`config.mk`:
```
export PLATFORM = sky130hd
export DESIGN_NAME = step_ramp_ctrl
export DESIGN_NICKNAME = d
export VERILOG_FILES = /design/src/rtl/step_ramp_pkg.sv /design/src/rtl/cmd_sync.sv /design/src/rtl/delay_reg.sv /design/src/rtl/interval_cnt.sv /design/src/rtl/step_ramp_ctrl.sv
export SDC_FILE = /design/constraint.sdc
export NUM_CORES = 1
export LEC_CHECK = 0
export CORE_AREA = 2 2 52 54
export CTS_CLUSTER_SIZE = 28
export DETAILED_ROUTE_END_ITERATION = 16
export DIE_AREA = 0 0 54 56
export PLACE_DENSITY = 0.69
export SYNTH_ARGS = -nofsm -noshare
export SYNTH_HDL_FRONTEND = slang
export SYNTH_SLANG_ARGS = --single-unit
export TNS_END_PERCENT = 5
```
`constraint.sdc`:
```
create_clock -name clk -period 1.7 [get_ports clk]
set_clock_uncertainty 0.15 [all_clocks]
set_input_delay 0.34 -clock clk [delete_from_list [all_inputs] [get_ports clk]]
set_output_delay 0.34 -clock clk [all_outputs]
set_load 0.02 [all_outputs]
```
`src/rtl/step_ramp_pkg.sv`:
```
package step_ramp_pkg;
  typedef enum logic [1:0] {
    M_ACCEL = 2'd0,
    M_HOLD  = 2'd1,
    M_DECEL = 2'd2
  } ramp_mode_e;

  typedef enum logic {
    S_IDLE = 1'b0,
    S_RUN  = 1'b1
  } run_state_e;

  localparam int unsigned CMD_GO   = 0;
  localparam int unsigned CMD_HOLD = 1;
  localparam int unsigned CMD_HALT = 2;
  localparam int unsigned CMD_N    = 3;
endpackage

```
`src/rtl/cmd_sync.sv`:
```
module cmd_sync #(
  parameter int unsigned N = 3
) (
  input  logic         clk,
  input  logic         rst_n,
  input  logic [N-1:0] cmd_i,
  output logic [N-1:0] req_o
);
  for (genvar i = 0; i < N; i++) begin : g_ch
    logic meta_q, sync_q, prev_q;

    always_ff @(posedge clk or negedge rst_n) begin
      if (!rst_n) begin
        meta_q <= 1'b0;
        sync_q <= 1'b0;
        prev_q <= 1'b0;
      end else begin
        meta_q <= cmd_i[i];
        sync_q <= meta_q;
        prev_q <= sync_q;
      end
    end

    assign req_o[i] = sync_q & ~prev_q;

    // A request lasts a single cycle (R2: edge-acting commands).
    p_req_single_r2: assert property (@(posedge clk) disable iff (!rst_n)
      req_o[i] |=> !req_o[i]);
  end
endmodule

```
`src/rtl/delay_reg.sv`:
```
module delay_reg #(
  parameter int unsigned W = 4
) (
  input  logic         clk,
  input  logic         rst_n,
  input  logic         inc_i,
  input  logic         dec_i,
  input  logic         zero_i,
  output logic [W-1:0] dly_o,
  output logic         min_o,
  output logic         max_o
);
  localparam logic [W-1:0] ONE  = W'(1);
  localparam logic [W-1:0] DMAX = {W{1'b1}};

  logic [W-1:0] dly_q, dly_d;

  always_comb begin
    dly_d = dly_q;
    if (zero_i)     dly_d = '0;
    else if (dec_i) dly_d = dly_q - ONE;
    else if (inc_i) dly_d = dly_q + ONE;
  end

  always_ff @(posedge clk or negedge rst_n) begin
    if (!rst_n) dly_q <= DMAX;
    else        dly_q <= dly_d;
  end

  assign dly_o = dly_q;
  assign min_o = (dly_q == '0);
  assign max_o = (dly_q == DMAX);

  // The controller must never request a step past either limit.
  p_no_underflow_r4: assert property (@(posedge clk) disable iff (!rst_n)
    dec_i |-> (dly_q != '0));
  p_no_overflow_r6: assert property (@(posedge clk) disable iff (!rst_n)
    inc_i |-> (dly_q != DMAX));
endmodule

```
`src/rtl/interval_cnt.sv`:
```
module interval_cnt #(
  parameter int unsigned W = 4
) (
  input  logic         clk,
  input  logic         rst_n,
  input  logic         load_i,
  input  logic [W-1:0] load_val_i,
  input  logic         en_i,
  output logic         tc_o
);
  localparam logic [W-1:0] ONE = W'(1);

  logic [W-1:0] cnt_q, cnt_d;

  always_comb begin
    cnt_d = cnt_q;
    if (load_i)    cnt_d = load_val_i;
    else if (en_i) cnt_d = cnt_q + ONE;
  end

  always_ff @(posedge clk or negedge rst_n) begin
    if (!rst_n) cnt_q <= '0;
    else        cnt_q <= cnt_d;
  end

  assign tc_o = &cnt_q;

  // The count never wraps: the enable must be withheld at terminal count.
  p_no_wrap_r3: assert property (@(posedge clk) disable iff (!rst_n)
    en_i |-> !tc_o);
endmodule

```
`src/rtl/step_ramp_ctrl.sv`:
```
module step_ramp_ctrl #(
  parameter int unsigned DLY_W = 4
) (
  input  logic clk,
  input  logic rst_n,
  input  logic go_i,
  input  logic hold_i,
  input  logic halt_i,
  output logic step_o,
  output logic min_dly_o,
  output logic max_dly_o
);
  import step_ramp_pkg::*;

  // Reset: asserted asynchronously, released on a clock edge.
  logic [1:0] rst_pipe;
  logic       rst_s;

  always_ff @(posedge clk or negedge rst_n) begin
    if (!rst_n) rst_pipe <= '0;
    else        rst_pipe <= {rst_pipe[0], 1'b1};
  end
  assign rst_s = rst_pipe[1];

  logic [CMD_N-1:0] req;
  logic go_r, hold_r, halt_r;

  cmd_sync #(.N(CMD_N)) u_sync (
    .clk   (clk),
    .rst_n (rst_s),
    .cmd_i ({halt_i, hold_i, go_i}),
    .req_o (req)
  );

  assign go_r   = req[CMD_GO];
  assign hold_r = req[CMD_HOLD];
  assign halt_r = req[CMD_HALT];

  run_state_e st_q, st_d;
  ramp_mode_e mode_q, mode_d;
  logic       step_q, step_d;
  logic       start, ld_zero, fire, last_step, dly_inc, dly_dec;
  logic       tc, at_min, at_max, cnt_load, cnt_en;
  logic [DLY_W-1:0] dly;

  delay_reg #(.W(DLY_W)) u_dly (
    .clk    (clk),
    .rst_n  (rst_s),
    .inc_i  (dly_inc),
    .dec_i  (dly_dec),
    .zero_i (ld_zero),
    .dly_o  (dly),
    .min_o  (at_min),
    .max_o  (at_max)
  );

  interval_cnt #(.W(DLY_W)) u_cnt (
    .clk        (clk),
    .rst_n      (rst_s),
    .load_i     (cnt_load),
    .load_val_i (~dly),
    .en_i       (cnt_en),
    .tc_o       (tc)
  );

  // Next-state logic
  always_comb begin
    mode_d  = mode_q;
    st_d    = st_q;
    start   = 1'b0;
    ld_zero = 1'b0;

    if (halt_r) begin
      mode_d = M_DECEL;
    end else if (go_r && hold_r) begin
      mode_d  = M_HOLD;
      ld_zero = 1'b1;
      start   = (st_q == S_IDLE);
    end else if (hold_r) begin
      mode_d = M_HOLD;
    end else if (go_r) begin
      mode_d = M_ACCEL;
      start  = (st_q == S_IDLE);
    end

    fire      = (st_q == S_RUN) && tc && !step_q;
    last_step = fire && (mode_q == M_DECEL) && at_max;
    dly_dec   = fire && (mode_q == M_ACCEL) && !at_min;
    dly_inc   = fire && (mode_q == M_DECEL) && !at_max;

    if (start)          st_d = S_RUN;
    else if (last_step) st_d = S_IDLE;

    step_d   = fire;
    cnt_load = start || step_q;
    cnt_en   = (st_q == S_RUN) && !tc && !step_q;
  end

  // State registers
  always_ff @(posedge clk or negedge rst_s) begin
    if (!rst_s) begin
      st_q   <= S_IDLE;
      mode_q <= M_ACCEL;
      step_q <= 1'b0;
    end else begin
      st_q   <= st_d;
      mode_q <= mode_d;
      step_q <= step_d;
    end
  end

  assign step_o    = step_q;
  assign min_dly_o = at_min;
  assign max_dly_o = at_max;

  p_step_gap_r3: assert property (@(posedge clk) disable iff (!rst_s)
    step_q |=> !step_q);
  p_delay_still_r3: assert property (@(posedge clk) disable iff (!rst_s)
    (!fire && !ld_zero) |=> $stable(dly));
  p_hold_frozen_r7: assert property (@(posedge clk) disable iff (!rst_s)
    (mode_q == M_HOLD && !ld_zero) |=> $stable(dly));
  p_idle_quiet_r6: assert property (@(posedge clk) disable iff (!rst_s)
    (st_q == S_IDLE && !step_q) |=> !step_q);
  p_halt_first_r10: assert property (@(posedge clk) disable iff (!rst_s)
    halt_r |=> (mode_q == M_DECEL));
endmodule

```
* After elaboration in Yosys (flattened, before gate mapping)
Cells that the tools add are included.
Word-level totals: bits in registers 23, bits in latches 0, bits in writable memories 0, bits in read-only memories 0, bits of input ports 5, output and inout port bits 3, logic and storage cells 67, memories 0
Cells by class: add/subtract/negate cells 3, multiply operators 0, divide/modulo/power cells 0, magnitude comparators 0, equal/unequal tests 2, shifts and indexed selects 0, muxes and demuxes 17, bitwise gates (word level) 8, reductions and logical operators 22
Operators by type and width (number):
- 4-bit 2-to-1 mux | 5
- 1-bit logical AND | 10
- 4-bit by 1-bit adder with 4-bit output (second input constant) | 2
- 1-bit 2-to-1 mux | 8
- 2-bit 2-to-1 mux | 4
- 4-bit equality test (second input constant) | 1
- 1-bit zero test | 4
- 4-bit zero test | 1
- 1-bit inverter | 4
- 4-bit inverter | 1
- 4-bit AND reduction | 1
- 2-bit nonzero test | 2
- 4-bit nonzero test | 1
- 4-bit by 1-bit subtractor with 4-bit output (second input constant) | 1
- 1-bit AND | 3
- 3-bit nonzero test | 1
- 2-bit equality test (second input constant) | 1
- 2-bit zero test | 1
- 1-bit logical OR | 1

* Longest topological paths before layout
Gate-level depths: netlist of run 1.
depth in word-level cells 8, depth in mapped cells 9, mapped depth without buffers 9

* Hierarchy
A second synthesis of run 1 with hierarchy kept.
Unflattened totals: cells, all modules 88, area total of the unflattened synthesis 1057.3 um^2
By module, submodules not included:
- delay_reg | times used 1, cells an instance 30, area each 294.0 um^2, sequential area each 105.1 um^2
- step_ramp_ctrl | times used 1, cells an instance 27, area each 287.8 um^2, sequential area each 150.1 um^2
- cmd_sync | times used 1, cells an instance 12, area each 266.5 um^2, sequential area each 225.2 um^2
- interval_cnt | times used 1, cells an instance 19, area each 209.0 um^2, sequential area each 100.1 um^2

* Least setup slack after synthesis of run 1
Ideal clock, no wire load.
kind register -> register, start point register step_q (netlist: step_o), end point register u_dly.dly_q[3] (netlist: u_dly.dly_o[3]), library setup time 0.085 ns, arrival time 2.404 ns, data required time 1.465 ns, path slack -0.939 ns, cell stages (with the launch flop) 10, path buffers 1, period minus slack after synthesis 2.639 ns, cell sequence dfrtp_1 nand2b_1 buf_4 nor3_4 nor3b_1 ha_1 a21oi_1 a211o_1 nand4_1 mux2_1
Between the ends: cells in the longest elaborated chain, start to end 6, elaborated cells between the ends (all ways) 9, classes of those cells 2 x mux; 7 x reduce/logical
RTL lines:
- start: declaration | line step_ramp_ctrl.sv:41 | logic step_q, step_d;
- start signal: assignment | line step_ramp_ctrl.sv:108 | step_q <= step_d;
- 1-bit zero test * | line step_ramp_ctrl.sv:86 | fire = (st_q == S_RUN) && tc && !step_q;
- 1-bit logical AND * | line step_ramp_ctrl.sv:86
- 1-bit logical AND (2 in series) | line step_ramp_ctrl.sv:88 | dly_dec = fire && (mode_q == M_ACCEL) && !at_min;
- 4-bit 2-to-1 mux | line delay_reg.sv:21 | else if (dec_i) dly_d = dly_q - ONE;
- 4-bit 2-to-1 mux | line delay_reg.sv:20 | if (zero_i) dly_d = '0;
- end signal: assignment | line delay_reg.sv:27 | else dly_q <= dly_d;
- end: declaration | line delay_reg.sv:16 | logic [W-1:0] dly_q, dly_d;
Mark *: on every way between the ends. The rest lies on a longest branch, timed or not. A chain may end at the register's enable or synchronous reset.

* Worst setup path in the final report of run 1
start point register u_cnt.cnt_q[0], end point register u_dly.dly_q[3] (netlist: u_dly.dly_o[3])
Between the ends: cells in the longest elaborated chain, start to end 7, elaborated cells between the ends (all ways) 10, classes of those cells 2 x mux; 8 x reduce/logical
RTL lines:
- start: declaration | line interval_cnt.sv:13 | logic [W-1:0] cnt_q, cnt_d;
- start signal: assignment | line interval_cnt.sv:23 | else cnt_q <= cnt_d;
- 4-bit AND reduction * | line interval_cnt.sv:26 | assign tc_o = &cnt_q;
- 1-bit logical AND * (2 in series) | line step_ramp_ctrl.sv:86
- 1-bit logical AND (2 in series) | line step_ramp_ctrl.sv:88
- 4-bit 2-to-1 mux | line delay_reg.sv:21
- 4-bit 2-to-1 mux | line delay_reg.sv:20
Marked as above.

==> impl_metrics.json, run 1 <==
{
  "syn_nets": 100,
  "rsz0062_at_grt": "true",
  "synth_edf_count": 0,
  "finalSetupViolCount": 5,
  "required_ns": 1.81,
  "port_buffers": 7,
  "cts_buffer_depth": 2,
  "track_usage": 0.168,
  "clockRootBuffer": "clkbuf_4",
  "crit_start": "u_cnt.cnt_q[0]",
  "grt_pass1_vias": 837,
  "num_vias": 817,
  "antenna_found_initial": 0,
  "first_iter_violations": 8,
  "worstReg2RegStart": "u_cnt.cnt_q[0]",
  "p_leak_nw": 0.660,
  "cts_tree": "yes",
  "synth_seq_cells": 23,
  "die_h_um": 56,
  "die_w_um": 54,
  "gp_congestion": 0.762,
  "finalNetCount": 136,
  "start_kind": "flop",
  "crit_slowest_cell": "dfrtp_1",
  "route.detailed.drc": 0,
  "r2r_setup_slack_ns": -0.58,
  "wl_per_cell_um": 13.7,
  "grt_pass1_wl_mm": 3.68,
  "cap_violations": 0,
  "firstDrtPassIters": 4,
  "multiInputGateArea_um2": 523,
  "synth-seq-area-share": 0.549,
  "htreeDepth": 1,
  "clk_pin_slew_ns": 0.13,
  "grt_start_max_net_pins": 14,
  "power-per-cell-area_mw_per_mm2": 1260,
  "numCtsBuffers": 3,
  "crit_type": "flop to flop",
  "initial_utilization": 0.435,
  "grt_overflow": 0,
  "period_needed_ns": 2.28,
  "n_antenna_cell": 0,
  "synthFlopType": "dfrtp_1",
  "yosysWarnings": 0,
  "path_cells": "ha_4 -> nand3_4 -> nor3_4 -> nor3b_4 -> ha_2 -> nand3_1 -> o211ai_1 -> nand4_1 -> mux2_4",
  "ir_worst_vdd_mv": 0.905,
  "n_fill_cell": 207,
  "core_region_area_mm2": 0.00243,
  "critPathMaxFanout": 3,
  "syn_area_per_cell_um2": 11.6,
  "cp-end-kind": "flop",
  "drive_above_1_share": 0.397,
  "clock_latency_ns": 0.32,
  "fin_setup_tns_ns": -1.89,
  "path_buf_inv": 0,
  "post-route-period-util": 1.34,
  "via_per_inst": 5.24,
  "dp.cells": 150,
  "ff_latch_area_um2": 582,
  "hold_path.class": "flop to async pin",
  "synth_cells": 91,
  "async_reset_ff_frac": 1.00,
  "clock_sinks": 23,
  "crit_family": "simple AND/OR/NAND/NOR gates",
  "die_area_mm2": 0.00302,
  "stdcell_count": 156,
  "antenna_left": 0,
  "dp_hpwl_mm": 1.63,
  "syn-cell-area_mm2": 0.00106,
  "num_rows": 18,
  "max_freq_mhz": 438,
  "setup_slack_ns": -0.584,
  "ys_types": 36,
  "status": "finished with violations",
  "report.final.slew_viol_count": 0,
  "io_pins": 8,
  "area_growth_syn_to_layout_pct": 37.0,
  "critPathMaxStageDelay_ns": 0.41,
  "crit_arrival_ns": 2.39,
  "hold_viol_final": 0,
  "wirelength_mm": 2.14,
  "failed_checks": "setup timing"
}
per-stage QoR:
| step | utilization | total power, mW | area, um^2 | hold slack (ns) | setup slack (ns) |
|---|---|---|---|---|---|
| detailed placement | 0.576 | 1.57 | 1400 | 0.0146 | -0.642 |
| CTS | 0.595 | 1.84 | 1450 | 0.00641 | -0.573 |
| global placement | 0.576 | 1.54 | 1400 | 0.00593 | -0.570 |
| finish | 0.596 | 1.83 | 1450 | 0.00881 | -0.584 |
| floorplan | - | 1.22 | 1130 | -0.106 | -0.686 |
| global route | 0.596 | 1.95 | 1450 | 0.0148 | -0.696 |
synthesized netlist by cell type, types with 2 or more instances:
library cell | n | area, um^2
a21o_1 | 2 | 15.0
ha_1 | 3 | 37.5
dfrtp_1 | 19 | 475
dfstp_2 | 4 | 105
nand3_1 | 9 | 45.0
nand2b_1 | 4 | 25.0
a21oi_1 | 7 | 35.0
nor2b_1 | 2 | 12.5
nand2_1 | 9 | 33.8
nor2_1 | 4 | 15.0
inv_1 | 2 | 7.51
o211ai_1 | 2 | 15.0
registers in the layout, summed over array words and instances (netlist names):
name and count:
st_q 1, rst_pipe 2, step_o 1, u_dly.dly_o 4
u_sync.g_ch.sync_q 3, u_sync.g_ch.meta_q 3, u_cnt.cnt_q 4, mode_q 2
u_sync.g_ch.prev_q 3
cell usage in the layout (no fill, tap or decap), types with 2 or more instances in the layout:
| cell type | synthesis | routed |
|---|---|---|
| nor2_1 | 4 | 4 |
| dfrtp_1 | 19 | 18 |
| nand2_1 | 9 | 9 |
| dfstp_2 | 4 | 4 |
| ha_4 | 0 | 2 |
| nand2b_1 | 4 | 3 |
| nand3_1 | 9 | 8 |
| clkbuf_4 | 0 | 3 |
| nor2b_1 | 2 | 2 |
| a21o_1 | 2 | 2 |
| a21oi_1 | 7 | 6 |
| clkdlybuf4s50_1 | 0 | 4 |
| inv_1 | 2 | 2 |
| buf_6 | 0 | 2 |
| o211ai_1 | 2 | 2 |
| buf_4 | 1 | 25 |
layout make-up:
type | instances | share of cell area
Clock buffer | 3 | 0.0155
Sequential cell | 23 | 0.402
Inverter | 2 | 0.00518
Timing Repair Buffer | 33 | 0.187
Tap cell | 30 | 0.0259
Multi-Input combinational cell | 64 | 0.361
Clock inverter | 1 | 0.00345
path summary, 6_finish.rpt:
check | end | depth (start not counted)
worst max-delay path | u_dly.dly_o[3] | 9
worst min-delay path | u_cnt.cnt_q[0] | 0
worst max register to register | u_dly.dly_o[3] | 9
worst min register to register | u_cnt.cnt_q[0] | 0
max in group asynchronous | step_o | 1
min in group clk | u_sync.g_ch[0].sync_q | 0
power by group:
group	leakage, nW	switching, mW	internal, mW
Combinational	0.380	0.377	0.441
Sequential	0.263	0.0888	0.658
Clock	0.0177	0.172	0.0883
per-layer routing:
layer / wire (um) / vias up / global-route usage
met5: 0 / - / 0
met4: 31 / 0 / 0.0536
met3: 45 / 2 / 0.0323
met2: 1170 / 9 / 0.280
met1: 897 / 406 / 0.214
li1: - / 400 / -
timing repair:
action                     CTS  global route
hold buffers                 0             0
setup buffers                2             0
gates cloned                 0             0
pin swaps                    5             0
resized for setup           11             1
setup endpoints to repair    6             7
cells by family (layout without fill, tap and decap cells):
| kind of cell | after synthesis | in the layout | synth area share |
|---|---|---|---|
| AOI/OAI and AO/OA | 19 | 19 | 0.133 |
| xor gates and xnor gates | 1 | 1 | 0.00829 |
| adders and majority gates | 4 | 4 | 0.0544 |
| buffers and inverters | 4 | 39 | 0.0189 |
| DFF | 23 | 23 | 0.549 |
| muxes | 2 | 2 | 0.0201 |
| other | 1 | 1 | 0.00355 |
| and+or+nand+nor | 37 | 37 | 0.213 |
Note: power is estimated with default switching activity, not from simulation.
==> run 2, diff against run 1 <==
- CORE_AREA: 2 2 52 54 -> 2 2 49 51
- DIE_AREA: 0 0 54 56 -> 0 0 51 53
- PLACE_DENSITY: 0.69 -> 0.76
==> run 2 against run 1 <==
The flow still finishes with violations (setup timing). Hold slack improved by 0.0098 ns. Non-clock buffer count decreased by 1. Critical path depth unchanged. Die area decreased by 11%. Count of clock-buffer cells in the layout unchanged.
==> impl_metrics.json, run 2 (same netlist as run 1, synthesis figures left out) <==
{
  "gp_congestion": 0.832,
  "rsz0062_at_grt": "true",
  "critPathMaxFanout": 3,
  "antenna_found_initial": 0,
  "multiInputGateArea_um2": 533,
  "firstDrtPassIters": 4,
  "hold_path.class": "input pin to async pin",
  "grt_overflow": 0,
  "dp.cells": 146,
  "p_leak_nw": 0.656,
  "clockRootBuffer": "clkbuf_4",
  "stdcell_count": 153,
  "wirelength_mm": 2.23,
  "crit_type": "flop to flop",
  "power-per-cell-area_mw_per_mm2": 1280,
  "antenna_left": 0,
  "first_iter_violations": 17,
  "finalSetupViolCount": 5,
  "area_growth_syn_to_layout_pct": 37.4,
  "ctsHoldBuffers": 0,
  "cap_violations": 0,
  "n_fill_cell": 158,
  "report.final.slew_viol_count": 0,
  "dp_hpwl_mm": 1.70,
  "cp-end-kind": "flop",
  "numCtsBuffers": 3,
  "ff_latch_area_um2": 582,
  "finalNetCount": 135,
  "final_cell_mix": "23 x buf_4, 18 x dfrtp_1, 9 x nand2_1",
  "num_vias": 845,
  "start_kind": "flop",
  "initial_utilization": 0.492,
  "cts_buffer_depth": 2,
  "die_h_um": 53,
  "cts_tree": "yes",
  "io_pins": 8,
  "grt_pass1_vias": 864,
  "num_rows": 17,
  "die_w_um": 51,
  "totalPowerFinal_mw": 1.86,
  "htreeDepth": 1,
  "wl_per_cell_um": 14.6,
  "required_ns": 1.81,
  "drive_above_1_share": 0.392,
  "period_needed_ns": 2.29,
  "core_region_area_mm2": 0.00215,
  "via_per_inst": 5.52,
  "clock_sinks": 23,
  "ir_worst_vdd_mv": 0.898,
  "die_area_mm2": 0.00270,
  "grt_pass1_wl_mm": 3.91,
  "post-route-period-util": 1.35,
  "setup_slack_ns": -0.594,
  "clock_latency_ns": 0.31,
  "status": "finished with violations",
  "crit_arrival_ns": 2.40,
  "pre_cts_ws_ns": -0.651,
  "route.detailed.drc": 0,
  "failed_checks": "setup timing",
  "clk_pin_slew_ns": 0.13,
  "ff2ff_path_depth": 9,
  "layout_commonest_cell": "buf_4",
  "fin_util": 0.676,
  "track_usage": 0.200,
  "n_antenna_cell": 0,
  "grt_start_max_net_pins": 22,
  "port_buffers": 7,
  "hold_viol_final": 0,
  "max_freq_mhz": 436
}
[run 2: routing by layer]
metal,vias to the layer above,global-route usage,share of wire
li1,396,-,-
met1,427,0.240,0.41
met2,16,0.374,0.54
met3,6,0.0169,0.025
met4,0,0.0676,0.017
met5,-,0,0
[run 2: where the power goes]
part           switching (mW)  leakage (nW)  internal (mW)
Clock                   0.170        0.0177         0.0880
Sequential             0.0933         0.263          0.658
Combinational           0.399         0.376          0.450
[run 2: timing repair]
action                                  CTS  global route
gates resized for setup                  12             2
buffers inserted                          2             1
pin swaps                                 4             1
cloned                                    0             0
endpoints found under the setup margin    6             7
[run 2: path summary, 6_finish.rpt]
path	from	end	slack (ns)
worst min register to register	rst_pipe[1]	u_cnt.cnt_q[1]	0.05
min in group clk	rst_pipe[0]	rst_pipe[1]	0.22
worst min-delay path	rst_n	rst_pipe[1]	0.02
max in group asynchronous	rst_pipe[1]	u_dly.dly_o[0]	1.08
worst max-delay path	u_cnt.cnt_q[0]	u_dly.dly_o[3]	-0.59
worst max register to register	u_cnt.cnt_q[0]	u_dly.dly_o[3]	-0.59
[run 2: area by class of cell]
cell class | instances | share of cell area
Tap cell | 28 | 0.0241
Multi-Input combinational cell | 64 | 0.367
Timing Repair Buffer | 32 | 0.184
Clock buffer | 3 | 0.0155
Inverter | 2 | 0.00517
Sequential cell | 23 | 0.401
Clock inverter | 1 | 0.00345
[run 2: worst max-delay path, cell delays in order, from the launching register on]
cell	delay, ns
dfrtp_1	0.42
ha_4	0.17
nand3_4	0.09
nor3_4	0.13
nor3b_4	0.33
ha_4	0.27
a21oi_2	0.15
a211o_1	0.13
nand4_1	0.09
mux2_4	0.31
[run 2: through the flow]
stage | hold slack, ns | TNS [ns] | cell area (um^2)
after floorplan | -0.106 | -1.36 | 1130
after global routing | 0.00363 | -2.59 | 1450
after CTS | 0.0112 | -2.01 | 1430
after global placement | 0.0555 | -1.82 | 1380
final | 0.0186 | -2.04 | 1450
after detailed placement | 0.0574 | -2.12 | 1380
